===== config.mk =====
export PLATFORM = sky130hd
export DESIGN_NAME = irq_msi_gen
export DESIGN_NICKNAME = d
export VERILOG_FILES = /design/src/rtl/irq_msi_pkg.sv /design/src/rtl/irq_pin_sampler.sv /design/src/rtl/irq_pend_tracker.sv /design/src/rtl/irq_msi_sched.sv /design/src/rtl/irq_msi_gen.sv
export SDC_FILE = /design/constraint.sdc
export NUM_CORES = 1
export LEC_CHECK = 0
export ABC_AREA = 0
export BUFFER_PORTS_ARGS = -buffer_cell sky130_fd_sc_hd__buf_2
export CORE_AREA = 5 5 330 332
export CTS_CLUSTER_SIZE = 28
export DETAILED_ROUTE_END_ITERATION = 7
export DIE_AREA = 0 0 335 337
export GPL_TIMING_DRIVEN = 0
export HOLD_SLACK_MARGIN = 0.05
export PLACE_DENSITY = 0.3
export SETUP_SLACK_MARGIN = 0.15
export SYNTH_ARGS = -nofsm -noshare
export SYNTH_HDL_FRONTEND = slang
export SYNTH_SLANG_ARGS = --single-unit

===== constraint.sdc =====
create_clock -name clk -period 4.38 [get_ports clk]
set_clock_uncertainty 0.05 [all_clocks]
set_input_delay 0.876 -clock clk [delete_from_list [all_inputs] [get_ports clk]]
set_output_delay 0.876 -clock clk [all_outputs]
set_load 0.01 [all_outputs]

===== src/rtl/irq_msi_pkg.sv =====
`timescale 1ns/1ps
package irq_msi_pkg;

    typedef enum logic [0:0] {
        ST_IDLE  = 1'b0,
        ST_ISSUE = 1'b1
    } sched_state_t;

    localparam logic [31:0] MSI_BASE_ADDR   = 32'hFEE0_0000;
    localparam int          LEGACY_SRC_LINE = 0;
    localparam int          LEGACY_DST_PIN  = 2;

    function automatic logic [31:0] msi_addr_f(input logic [15:0] dest, input logic dmode);
        return MSI_BASE_ADDR | {12'h000, dest, 4'h0} | {29'h0, dmode, 2'b00};
    endfunction

    function automatic logic [31:0] msi_data_f(input logic [7:0] vec, input logic [2:0] dm,
                                               input logic trig_level);
        return {16'h0000, trig_level, 4'h0, dm, vec};
    endfunction

endpackage


===== src/rtl/irq_pin_sampler.sv =====
`timescale 1ns/1ps
module irq_pin_sampler
    import irq_msi_pkg::*;
#(
    parameter int NUM_PINS = 24
) (
    input  logic                clk,
    input  logic                rst_n,
    input  logic [NUM_PINS-1:0] irq_in,
    output logic [NUM_PINS-1:0] lvl_q,
    output logic [NUM_PINS-1:0] prev_q
);

    logic [NUM_PINS-1:0] routed;

    generate
        for (genvar p = 0; p < NUM_PINS; p++) begin : g_route
            if (p == LEGACY_SRC_LINE) begin : g_src
                assign routed[p] = 1'b0;
            end else if (p == LEGACY_DST_PIN) begin : g_dst
                assign routed[p] = irq_in[p] | irq_in[LEGACY_SRC_LINE];
            end else begin : g_plain
                assign routed[p] = irq_in[p];
            end
        end
    endgenerate

    always_ff @(posedge clk or negedge rst_n) begin
        if (!rst_n) begin
            lvl_q  <= '0;
            prev_q <= '0;
        end else begin
            lvl_q  <= routed;
            prev_q <= lvl_q;
        end
    end

endmodule


===== src/rtl/irq_pend_tracker.sv =====
`timescale 1ns/1ps
module irq_pend_tracker #(
    parameter int NUM_PINS = 24
) (
    input  logic                clk,
    input  logic                rst_n,
    input  logic [NUM_PINS-1:0] lvl_q,
    input  logic [NUM_PINS-1:0] prev_q,
    input  logic [NUM_PINS-1:0] level,
    input  logic [NUM_PINS-1:0] mask,
    input  logic [NUM_PINS-1:0] clr_edge,
    output logic [NUM_PINS-1:0] pend_q
);

    generate
        for (genvar p = 0; p < NUM_PINS; p++) begin : g_pin
            always_ff @(posedge clk or negedge rst_n) begin
                if (!rst_n) begin
                    pend_q[p] <= 1'b0;
                end else if (level[p]) begin
                    pend_q[p] <= lvl_q[p];
                end else if (lvl_q[p] && !prev_q[p] && !mask[p]) begin
                    pend_q[p] <= 1'b1;
                end else if (clr_edge[p]) begin
                    pend_q[p] <= 1'b0;
                end
            end

            // a masked edge that finds nothing pending leaves nothing pending
            assert_masked_drop_R6: assert property (@(posedge clk) disable iff (!rst_n)
                (!level[p] && mask[p] && !pend_q[p]) |=> !pend_q[p]);
        end
    endgenerate

    // the legacy source line never owns a pending request
    assert_pin0_idle_R1: assert property (@(posedge clk) disable iff (!rst_n)
        !pend_q[0]);

endmodule


===== src/rtl/irq_msi_sched.sv =====
`timescale 1ns/1ps
module irq_msi_sched
    import irq_msi_pkg::*;
#(
    parameter  int NUM_PINS = 24,
    localparam int SELW     = $clog2(NUM_PINS)
) (
    input  logic                   clk,
    input  logic                   rst_n,
    input  logic [NUM_PINS-1:0]    pend,
    input  logic [NUM_PINS-1:0]    mask,
    input  logic [NUM_PINS-1:0]    level,
    input  logic [NUM_PINS-1:0]    rirr_in,
    input  logic [8*NUM_PINS-1:0]  vec,
    input  logic [3*NUM_PINS-1:0]  dm,
    input  logic [16*NUM_PINS-1:0] dest,
    input  logic [NUM_PINS-1:0]    dmode,
    input  logic                   msi_ready,
    output logic                   msi_valid,
    output logic [31:0]            msi_addr,
    output logic [31:0]            msi_data,
    output logic [NUM_PINS-1:0]    rirr_set,
    output logic [NUM_PINS-1:0]    clr_edge
);

    sched_state_t        state_q, state_d;
    logic [SELW-1:0]     sel_q, pick;
    logic                found, hs, load;
    logic [NUM_PINS-1:0] cand, src;
    logic [31:0]         addr_q, data_q;
    int                  pidx;

    assign hs   = (state_q == ST_ISSUE) && msi_ready;
    assign load = found && ((state_q == ST_IDLE) || hs);
    assign pidx = int'(pick);

    always_comb begin
        cand  = pend & ~mask & ~(level & rirr_in);
        found = 1'b0;
        pick  = '0;
        for (int i = 0; i < NUM_PINS; i++) begin
            src[i] = (state_q == ST_IDLE) ? cand[i] : (cand[i] && (i > int'(sel_q)));
        end
        for (int i = NUM_PINS - 1; i >= 0; i--) begin
            if (src[i]) begin
                found = 1'b1;
                pick  = SELW'(i);
            end
        end
    end

    always_comb begin
        state_d = state_q;
        unique case (state_q)
            ST_IDLE:  if (found) state_d = ST_ISSUE;
            ST_ISSUE: if (hs)    state_d = found ? ST_ISSUE : ST_IDLE;
            default:             state_d = ST_IDLE;
        endcase
    end

    always_ff @(posedge clk or negedge rst_n) begin
        if (!rst_n) state_q <= ST_IDLE;
        else        state_q <= state_d;
    end

    always_ff @(posedge clk or negedge rst_n) begin
        if (!rst_n) begin
            sel_q  <= '0;
            addr_q <= '0;
            data_q <= '0;
        end else if (load) begin
            sel_q  <= pick;
            addr_q <= msi_addr_f(dest[16*pidx +: 16], dmode[pidx]);
            data_q <= msi_data_f(vec[8*pidx +: 8], dm[3*pidx +: 3], level[pidx]);
        end
    end

    always_comb begin
        msi_valid = (state_q == ST_ISSUE);
        msi_addr  = addr_q;
        msi_data  = data_q;
        rirr_set  = '0;
        clr_edge  = '0;
        if (hs) begin
            if (data_q[15]) rirr_set[sel_q] = 1'b1;
            else            clr_edge[sel_q] = 1'b1;
        end
    end

    // an offered message waits unchanged for acceptance
    assert_hold_R8: assert property (@(posedge clk) disable iff (!rst_n)
        (msi_valid && !msi_ready) |=> (msi_valid && $stable(msi_addr) && $stable(msi_data)));

    // a chained message always belongs to a higher pin
    assert_ascending_R7: assert property (@(posedge clk) disable iff (!rst_n)
        (msi_valid && msi_ready) |=> (!msi_valid || (sel_q > $past(sel_q))));

    // a level message is never offered for a pin whose flag is set
    assert_no_coalesced_send_R3: assert property (@(posedge clk) disable iff (!rst_n)
        (msi_valid && msi_data[15]) |-> !rirr_in[sel_q]);

    // the flag-set pulse only accompanies an accepted write
    assert_rirr_on_send_R2: assert property (@(posedge clk) disable iff (!rst_n)
        (|rirr_set) |-> (msi_valid && msi_ready && $onehot0(rirr_set)));

    // fixed address bits
    assert_addr_base_R9: assert property (@(posedge clk) disable iff (!rst_n)
        msi_valid |-> (msi_addr[31:20] == 12'hFEE && msi_addr[3] == 1'b0 && msi_addr[1:0] == 2'b00));

endmodule


===== src/rtl/irq_msi_gen.sv =====
`timescale 1ns/1ps
module irq_msi_gen #(
    parameter int NUM_PINS = 24
) (
    input  logic                   clk,
    input  logic                   rst_n,
    input  logic [NUM_PINS-1:0]    irq_in,
    input  logic [NUM_PINS-1:0]    rte_mask,
    input  logic [NUM_PINS-1:0]    rte_level,
    input  logic [NUM_PINS-1:0]    rte_remote_irr,
    input  logic [8*NUM_PINS-1:0]  rte_vector,
    input  logic [3*NUM_PINS-1:0]  rte_deliv,
    input  logic [16*NUM_PINS-1:0] rte_dest,
    input  logic [NUM_PINS-1:0]    rte_dest_logical,
    output logic                   msi_valid,
    input  logic                   msi_ready,
    output logic [31:0]            msi_addr,
    output logic [31:0]            msi_data,
    output logic [NUM_PINS-1:0]    remote_irr_set
);

    logic [NUM_PINS-1:0] lvl_q, prev_q, pend_q, clr_edge;

    irq_pin_sampler #(.NUM_PINS(NUM_PINS)) u_sampler (
        .clk    (clk),
        .rst_n  (rst_n),
        .irq_in (irq_in),
        .lvl_q  (lvl_q),
        .prev_q (prev_q)
    );

    irq_pend_tracker #(.NUM_PINS(NUM_PINS)) u_pend (
        .clk      (clk),
        .rst_n    (rst_n),
        .lvl_q    (lvl_q),
        .prev_q   (prev_q),
        .level    (rte_level),
        .mask     (rte_mask),
        .clr_edge (clr_edge),
        .pend_q   (pend_q)
    );

    irq_msi_sched #(.NUM_PINS(NUM_PINS)) u_sched (
        .clk       (clk),
        .rst_n     (rst_n),
        .pend      (pend_q),
        .mask      (rte_mask),
        .level     (rte_level),
        .rirr_in   (rte_remote_irr),
        .vec       (rte_vector),
        .dm        (rte_deliv),
        .dest      (rte_dest),
        .dmode     (rte_dest_logical),
        .msi_ready (msi_ready),
        .msi_valid (msi_valid),
        .msi_addr  (msi_addr),
        .msi_data  (msi_data),
        .rirr_set  (remote_irr_set),
        .clr_edge  (clr_edge)
    );

endmodule


==> results of run 1 <==
-- flip-flops by register name, indices dropped and copies added, names as in the netlist --
register and flops:
u_sched.msi_data 12, u_sched.sel_q 5, u_sched.msi_addr 18, u_sampler.prev_q 23, u_sampler.lvl_q 23, u_sched.msi_valid 1
u_pend.pend_q 23
-- worst paths after layout --
path,startpoint,end,slack [ps],depth (start not counted)
min,rst_n,u_sampler.lvl_q[10]$_DFF_PN0_,330,1
max in group asynchronous,rst_n,u_sched.msi_addr[18]$_DFFE_PN0P_,3130,2
min in group clk,u_sampler.lvl_q[3]$_DFF_PN0_,u_sampler.prev_q[3]$_DFF_PN0_,330,0
min reg2reg,u_sampler.lvl_q[3]$_DFF_PN0_,u_sampler.prev_q[3]$_DFF_PN0_,330,0
max reg2reg,u_sched.sel_q[1]$_DFFE_PN0P_,u_sched.msi_data[8]$_DFFE_PN0P_,270,13
max,u_sched.sel_q[1]$_DFFE_PN0P_,u_sched.msi_data[8]$_DFFE_PN0P_,270,13
-- timing repair --
item | in CTS | in global routing
endpoints found under the hold margin | 0 | 0
setup buffers | 3 | 3
setup endpoints to repair | 31 | 29
hold buffers | 0 | 0
gates resized for setup | 110 | 52
pin swaps | 6 | 12
-- critical path, delay by kind of cell, from the launching register on --
family / cells / cell delay (ps)
compound gates: 6 / 1950
simple gates: 3 / 760
buf+inv: 3 / 570
flops: 1 / 390
mux: 1 / 270
-- report_power, final --
| group | leakage (µW) | total (µW) | switching [µW] | internal, µW |
|---|---|---|---|---|
| Clock | 0.000152 | 987 | 570 | 417 |
| Combinational | 0.00758 | 14100 | 9240 | 4880 |
| Sequential | 0.00122 | 1320 | 126 | 1200 |
| Total | 0.00895 | 16400 | 9940 | 6500 |
-- cell families (layout without fill, tap and decap cells) --
kind of cell	Yosys count	after routing	share of synthesized area [%]
AO/OA/AOI/OAI	305	305	19.8
other	1	38	0.0329
buffers and inverters	150	1006	8.12
flip-flops	105	105	23.1
AND/OR/NAND/NOR	441	441	18.0
multiplexers	330	330	31.0
-- metrics by stage --
stage / hold slack (ps) / worst slack (ps)
final: 329 / 269
after global routing: 339 / 134
after CTS: 321 / 93.3
after detailed placement: 308 / -1500
after global placement: 306 / -1500
after floorplan: 298 / 1150
-- placed cells by master, fill, tap and decap left out, drive strengths merged, types with 3 or more instances in the layout --
cell / n
o221a: 3
buf: 945
o211a: 4
nor2b: 12
a21oi: 29
a211oi: 8
mux2i: 311
or2: 6
clkbuf: 40
inv: 17
a32oi: 15
nand3: 50
o311ai: 5
o31ai: 15
nand3b: 21
clkinv: 4
dfrtp: 105
a211o: 3
a2bb2oi: 11
and3: 6
a221oi: 21
a22oi: 34
o221ai: 30
nor2: 91
nand2: 192
or3: 3
and2: 12
nand4: 14
diode: 13
o211ai: 4
a31oi: 31
nand2b: 12
nor3: 13
conb: 25
mux4: 18
o21a: 4
o21ai: 71
-- per-layer routing --
metal  global-route usage (%)  vias up  wire length, µm
met4                     2.61       14             1420
met2                     32.7      563            55200
met3                     3.08       87             5510
met5                        0        -               73
met1                     23.0     7044            46300
li1                         -     6732                -
-- final cells by class --
| type | count | area (µm²) |
|---|---|---|
| Antenna cell | 13 | 32.5 |
| Buffer | 136 | 1020 |
| Clock buffer | 9 | 225 |
| Clock inverter | 7 | 91.3 |
| Fill cell | 12353 | 87600 |
| Inverter | 14 | 52.6 |
| Multi-Input combinational cell | 1101 | 8340 |
| Sequential cell | 105 | 2630 |
| Tap cell | 1403 | 1760 |
| Timing Repair Buffer | 840 | 4260 |
==> summary.md, run 1 <==
| Metric | Value |
|---|---|
| Status | `completed` |
| Number of flops mapped to enable cells by yosys | `0` |
| Critical path required time | `approximately 4700 ps` |
| Final period utilization | `93.9%` |
| Die ar. | `around 110000 µm²` |
| Synthesized area | `11400 µm²` |
| GRT overflow | `0` |
| Hold Crit Class | `in2async` |
| Dpl cell area | `17400 µm²` |
| CP Cell Sequence | `buf_6, o311a_4, a2111oi_4, nor2_1, a221oi_2, o221ai_2, and2_1, buf_6, clkbuf_4, mux2i_4, a22oi_1, nand4_1, o31ai_2` |
| Post-route ant nets | `0` |
| Cts bufs inserted | `9` |
| Vias per cell | `3.98` |
| Nets@finish | `2978` |
| Avg Cell Area, Syn | `8.55 µm²` |
| Port bufs | `between 800 and 900` |
| CP Launch Type | `flop` |
| Top cells by count, synth | `311 x mux2i_1, 190 x nand2_1, 105 x dfrtp_1` |
| Placed instance count | `3593` |
| Max-cap violations | `0` |
| Slowest CP cell | `a2111oi_4` |
| Most common cell on crit path | `buf_6` |
| Total Power | `16400 µW` |
| First DRT Iteration DRCs | `approximately 800` |
| Initial antenna violation count | `43` |
| # DRC | `0` |
| CTS clock-pin slew for the worst setup and hold paths | `110 ps` |
| Setup TNS Final | `0 ps` |
| IO Count | `860` |
| Die H | `337 µm` |
| Min Clock Period, post-route | `4110 ps` |
| Via count | `14440` |
| Asr flop ratio synth | `100%` |
| Fmax | `243 MHz` |
| Core Rows | `120` |
| Synthesis-to-finish area growth | `61.7%` |
| RSZ-0062 raised after global routing | `yes` |
| H-tree depth | `3` |
| Syn Inst Count | `1332` |
| Crit path largest cell delay | `440 ps` |
| CTS tree | `built` |
| Share of cells above drive strength 1 | `around 50%` |
| Final core occ | `17.4%` |
| Slew Viols, Final | `0` |
| Clock Latency Late Sink | `420 ps` |
| Critical Path Fanout Max | `10` |
| Worst rel slew slack | `31.1%` |
| First-pass GRT wire length | `approximately 140 mm` |
| Worst-margin pin slew | `1030 ps` |
| DRT Pass-1 Iters | `5` |
| Register area share after synthesis | `about 23%` |
| Final hold vios | `0` |
| Total Wirelength | `roughly 110 mm` |
| Cell taking the most area after synthesis | `mux2i_1` |
| Die X-Extent | `335 µm` |
| Top-count cell post-synth | `mux2i_1` |
| PD cells | `between 800 and 900 nW/µm²` |
| Yosys top cell area share | `around 27%` |
| Largest net degree at the start of global routing | `66` |
| Finished Layout Cells | `3628` |
| Synth warn | `0` |
| Top cells by area, synth | `mux2i_1 27%, dfrtp_1 23%, nand2_1 6.3%, mux4_2 3.6%, buf_4 3.0%` |
| GRT Resource Usage Total | `18.1%` |
| Routed wire length per instance | `between 20 and 30 µm` |
| P_leak | `0.00895 µW` |
| WS Path Type | `reg2reg` |
| Starting Density | `10.7%` |
| Final setup viols | `0` |
| Final RePlAce weighted congestion | `approximately 0.8` |
| Root Buffer | `clkbuf_16` |
| Top_reg_cell synth | `dfrtp_1` |
| Max Root-Sink Buffers | `2` |
| Design area | `between 15000 and 20000 µm²` |
| Vias in the first global route | `14775` |
| Synth cell types | `66` |
| Flops & latches, synth | `between 100 and 150` |
| Hpwl dp | `94.2 mm` |
| Total clock sinks | `105` |
| Worst vdd ir | `350 µV` |
| CP Capture Type | `flop` |
| Arr. time, crit path | `roughly 4400 ps` |
| CORE AREA | `~110000 µm²` |
No activity file was read; power rests on OpenSTA's default activity.
==> run 2: changes to the inputs <==
--- a/config.mk
+++ b/config.mk
@@ -7,14 +7,15 @@
 export LEC_CHECK = 0
 export ABC_AREA = 0
 export BUFFER_PORTS_ARGS = -buffer_cell sky130_fd_sc_hd__buf_2
-export CORE_AREA = 5 5 330 332
+export CORE_AREA = 5 5 333 335
 export CTS_CLUSTER_SIZE = 28
 export DETAILED_ROUTE_END_ITERATION = 7
-export DIE_AREA = 0 0 335 337
+export DIE_AREA = 0 0 338 340
 export GPL_TIMING_DRIVEN = 0
 export HOLD_SLACK_MARGIN = 0.05
 export PLACE_DENSITY = 0.3
 export SETUP_SLACK_MARGIN = 0.15
 export SYNTH_ARGS = -nofsm -noshare
 export SYNTH_HDL_FRONTEND = slang
+export SYNTH_HIERARCHICAL = 1
 export SYNTH_SLANG_ARGS = --single-unit
==> constraint.sdc (replaced) <==
create_clock -name clk -period 4.55 [get_ports clk]
set_clock_uncertainty 0.05 [all_clocks]
set_input_delay 0.91 -clock clk [delete_from_list [all_inputs] [get_ports clk]]
set_output_delay 0.91 -clock clk [all_outputs]
set_load 0.01 [all_outputs]
==> run 2 against run 1 <==
Against the previous run: hold slack improved by 7.2 ps; clock-buffer cell count did not move; die area rose by 1.8%; register-to-register slack barely moved; synthesized cell count rose by 36%; design area rose by 8.1%; combinational power rose by 6%.
==> summary.md, run 2 <==
| Metric | Value |
|---|---|
| Reg with most FFs | `u_pend/pend_q` |
| Fmax | `around 230 MHz` |
| Worst vdd ir | `293 µV (was 350 µV)` |
| Hpwl dp | `113 mm (was 94.2 mm)` |
| Register area share after synthesis | `21.3% (was 23.1%)` |
| CORE AREA | `108000 µm² (was 106000 µm²)` |
| Synth warn | `6 (was 0)` |
| Status | `completed (unchanged)` |
| # DRC | `0 (unchanged)` |
| Max Root-Sink Buffers | `2 (unchanged)` |
| CP Launch Type | `input pin (was flop)` |
| Worst R2R Path Depth | `16 (was 13)` |
| Hold_ws | `336 ps (was 329 ps)` |
| Worst rel slew slack | `18.7% (was 31.1%)` |
| Sequential Power Share | `7.5% (was 8.1%)` |
| Most common cell after layout, fill and taps aside | `buf_2 (unchanged)` |
| CTS tree | `built (unchanged)` |
| Adder-Cell Fraction of Synth Area | `0% (unchanged)` |
| Starting Density | `11.6% (was 10.7%)` |
| H-tree depth | `3 (unchanged)` |
| Flops & latches, synth | `106 (was 105)` |
| Simple-Gate Fraction of Synth Area | `26.9% (was 18.0%)` |
| Setup TNS Final | `0 ps (unchanged)` |
| Critical path required time | `4760 ps (was 4650 ps)` |
| Total clock sinks | `106 (was 105)` |
| GRT overflow | `0 (unchanged)` |
| CTS Hold Buffers Added | `0 (unchanged)` |
| Slew Viols, Final | `0 (unchanged)` |
| Combinational share of power | `86.8% (was 85.9%)` |
| Cts bufs inserted | `9 (unchanged)` |
| Placed instance count | `4093 (was 3593)` |
| Nets@finish | `3476 (was 2978)` |
| Share of cells above drive strength 1 | `41.8% (was 49.8%)` |
| Top Registers | `u_pend/pend_q: 24 flops, u_sampler/lvl_q: 23 flops, u_sampler/prev_q: 23 flops (was u_pend.pend_q: 23 flops, u_sampler.lvl_q: 23 flops, u_sampler.prev_q: 23 flops)` |
| Die H | `340 µm (was 337 µm)` |
| Max-cap violations | `0 (unchanged)` |
| Yosys top cell area share | `21.3% (was 27.3%)` |
| Top cells by count, synth | `274 x nand2_1, 173 x a21oi_1, 113 x nor2_1 (was 311 x mux2i_1, 190 x nand2_1, 105 x dfrtp_1)` |
| PD cells | `863 nW/µm² (was 892 nW/µm²)` |
| Min Clock Period, post-route | `4300 ps` |
| Avg Cell Area, Syn | `6.87 µm² (was 8.55 µm²)` |
| GRT Resource Usage Total | `22.0% (was 18.1%)` |
| Worst slack, placed | `-2280 ps (was -1500 ps)` |
| Vias in the first global route | `19288 (was 14775)` |
| Vias per cell | `4.47 (was 3.98)` |
| Clock Latency Late Sink | `410 ps (was 420 ps)` |
| Initial antenna violation count | `49 (was 43)` |
| Final RePlAce weighted congestion | `0.886 (was 0.814)` |
| CP Capture Type | `flop (unchanged)` |
| Synthesis-to-finish area growth | `59.6% (was 61.7%)` |
| Largest net degree at the start of global routing | `62 (was 66)` |
| Mux cell area share after synthesis | `2.73% (was 31.0%)` |
| Die X-Extent | `338 µm (was 335 µm)` |
| Die ar. | `115000 µm² (was 113000 µm²)` |
| Top-count cell post-synth | `nand2_1 (was mux2i_1)` |
| Post-route ant nets | `0 (unchanged)` |
| Hold path depth | `0` |
| Critical Path Fanout Max | `10 (unchanged)` |
| Final period utilization | `a little over nine tenths` |
| Synth cell types | `74 (was 66)` |
| Post-synthesis compound-gate area fraction | `38.9% (was 19.8%)` |
| Clock power frac | `5.8% (was 6.0%)` |
| Worst-margin pin slew | `1220 ps (was 1030 ps)` |
| Total Wirelength | `133 mm (was 109 mm)` |
| Sw Pwr | `11100 µW (was 9940 µW)` |
| First-pass GRT wire length | `173 mm (was 139 mm)` |
| P_leak | `0.00911 µW (was 0.00895 µW)` |
| Cell taking the most area after synthesis | `dfrtp_1 (was mux2i_1)` |
| Final hold vios | `0 (unchanged)` |
| Top cells by area, synth | `dfrtp_1 21%, nand2_1 8.2%, a21oi_1 6.9%, and3_1 5.4%, o21ai_0 3.8% (was mux2i_1 27%, dfrtp_1 23%, nand2_1 6.3%, mux4_2 3.6%, buf_4 3.0%)` |
| Synthesized area | `12500 µm² (was 11400 µm²)` |
| Largest family of logic cells by synthesized area | `compound AO/OA/AOI/OAI gates (was multiplexers)` |
| CTS clock-pin slew for the worst setup and hold paths | `90 ps (was 110 ps)` |
| Hold Crit Class | `reg2reg (was in2async)` |
| Most frequent cells in the layout | `867 x buf_2, 272 x nand2_1, 168 x a21oi_1 (was 859 x buf_2, 291 x mux2i_1, 187 x nand2_1)` |
| Root Buffer | `clkbuf_16 (unchanged)` |
| Top_reg_cell synth | `dfrtp_1 (unchanged)` |
| First DRT Iteration DRCs | `1217 (was 798)` |
| Number of flops mapped to enable cells by yosys | `0 (unchanged)` |
| Via count | `18541 (was 14440)` |
| Asr flop ratio synth | `100% (unchanged)` |
| Sw Ratio | `64.5% (was 60.5%)` |
| Arr. time, crit path | `4510 ps (was 4380 ps)` |
| DRT Pass-1 Iters | `6 (was 5)` |
| Routed wire length per instance | `32.2 µm (was 29.9 µm)` |
| Max reg flops | `24` |
| Final worst setup slack | `247 ps (was 269 ps)` |
| Final setup viols | `0 (unchanged)` |
| Syn Inst Count | `1815 (was 1332)` |
| Core Rows | `121 (was 120)` |
| RSZ-0062 raised after global routing | `yes (unchanged)` |
| WS Path Type | `in2reg (was reg2reg)` |
| Finished Layout Cells | `4147 (was 3628)` |
| Xor/xnor cell area share of the yosys netlist | `0% (unchanged)` |
| Cell internal pwr | `6100 µW (was 6500 µW)` |
| Port bufs | `834 (was 832)` |
| IO Count | `860 (unchanged)` |
## run 2: changes by cell type after synthesis, sizes merged, moves of 41 or more
cell    previous run  this run
nand3             50        91
nand2            192       275
o311ai             5        48
and3               6       108
a21oi             29       174
o211ai             4        64
clkbuf            24        92
mux2i            311        16
## run 2: metal layers
metal | track usage (%) | wire length (µm)
met1 | 27.8 | 56700
met2 | 39.0 | 66000
met3 | 4.03 | 7750
met4 | 4.50 | 2790
met5 | 0 | 207
## run 2: critical path, cell delays in order
cell	delay (ps)
buf_2	220
nand2_1	180
nand3_4	330
clkbuf_2	500
clkbuf_1	700
clkbuf_1	530
a21oi_1	140
o21ai_0	300
a31oi_2	220
o21ai_4	280
o311ai_1	140
## run 2: final cells by class
class | instances | area, µm²
Tap cell | 1414 | 1770
Clock inverter | 7 | 121
Antenna cell | 23 | 57.6
Inverter | 41 | 154
Sequential cell | 106 | 2650
Fill cell | 12678 | 87900
Clock buffer | 9 | 225
Buffer | 210 | 1240
Timing Repair Buffer | 854 | 4380
Multi-Input combinational cell | 1483 | 9320
## run 2: cells by family (layout without fill, tap and decap cells)
logic type / Yosys count / after routing
AND/OR/NAND/NOR: 705 / 705
multiplexers: 32 / 32
buffers and inverters: 251 / 1121
flip-flops: 106 / 106
other: 2 / 50
AO/OA/AOI/OAI: 719 / 719
## run 2: final timing paths
path,slack [ps],endpoint,startpoint
min,340,u_sampler/prev_q[19]$_DFF_PN0_,u_sampler/lvl_q[19]$_DFF_PN0_
min in group asynchronous,390,u_sampler/prev_q[19]$_DFF_PN0_,rst_n
max in group asynchronous,3290,u_sched/msi_valid$_DFF_PN0_,rst_n
max reg2reg,270,u_sched/msi_data[0]$_DFFE_PN0P_,u_sched/sel_q[3]$_DFFE_PN0P_
max,250,u_sched/msi_data[2]$_DFFE_PN0P_,rte_level[0]
min reg2reg,340,u_sampler/prev_q[19]$_DFF_PN0_,u_sampler/lvl_q[19]$_DFF_PN0_
## run 2: repair_timing
item | in CTS | in global routing
pin swaps | 13 | 8
endpoints found under the setup margin | 33 | 29
setup buffers | 12 | 3
resized for setup | 151 | 65
## run 2: power groups by stage
stage / clock [µW] / sequential [µW] / combinational, µW
detailed placement: 0 / 1300 / 13800
finish: 994 / 1280 / 14900
floorplan: 0 / 1330 / 6740
global route: 1070 / 1310 / 15800
global placement: 0 / 1290 / 13800
CTS: 1050 / 1280 / 14800
## run 2: per-stage QoR
stage,total power [µW],utilization [%],cell area (µm²)
after global placement,15100,17.2,18500
after floorplan,8070,-,12600
final,17200,18.5,19900
after global routing,18100,18.4,19900
after CTS,17200,18.2,19600
after detailed placement,15100,17.3,18600
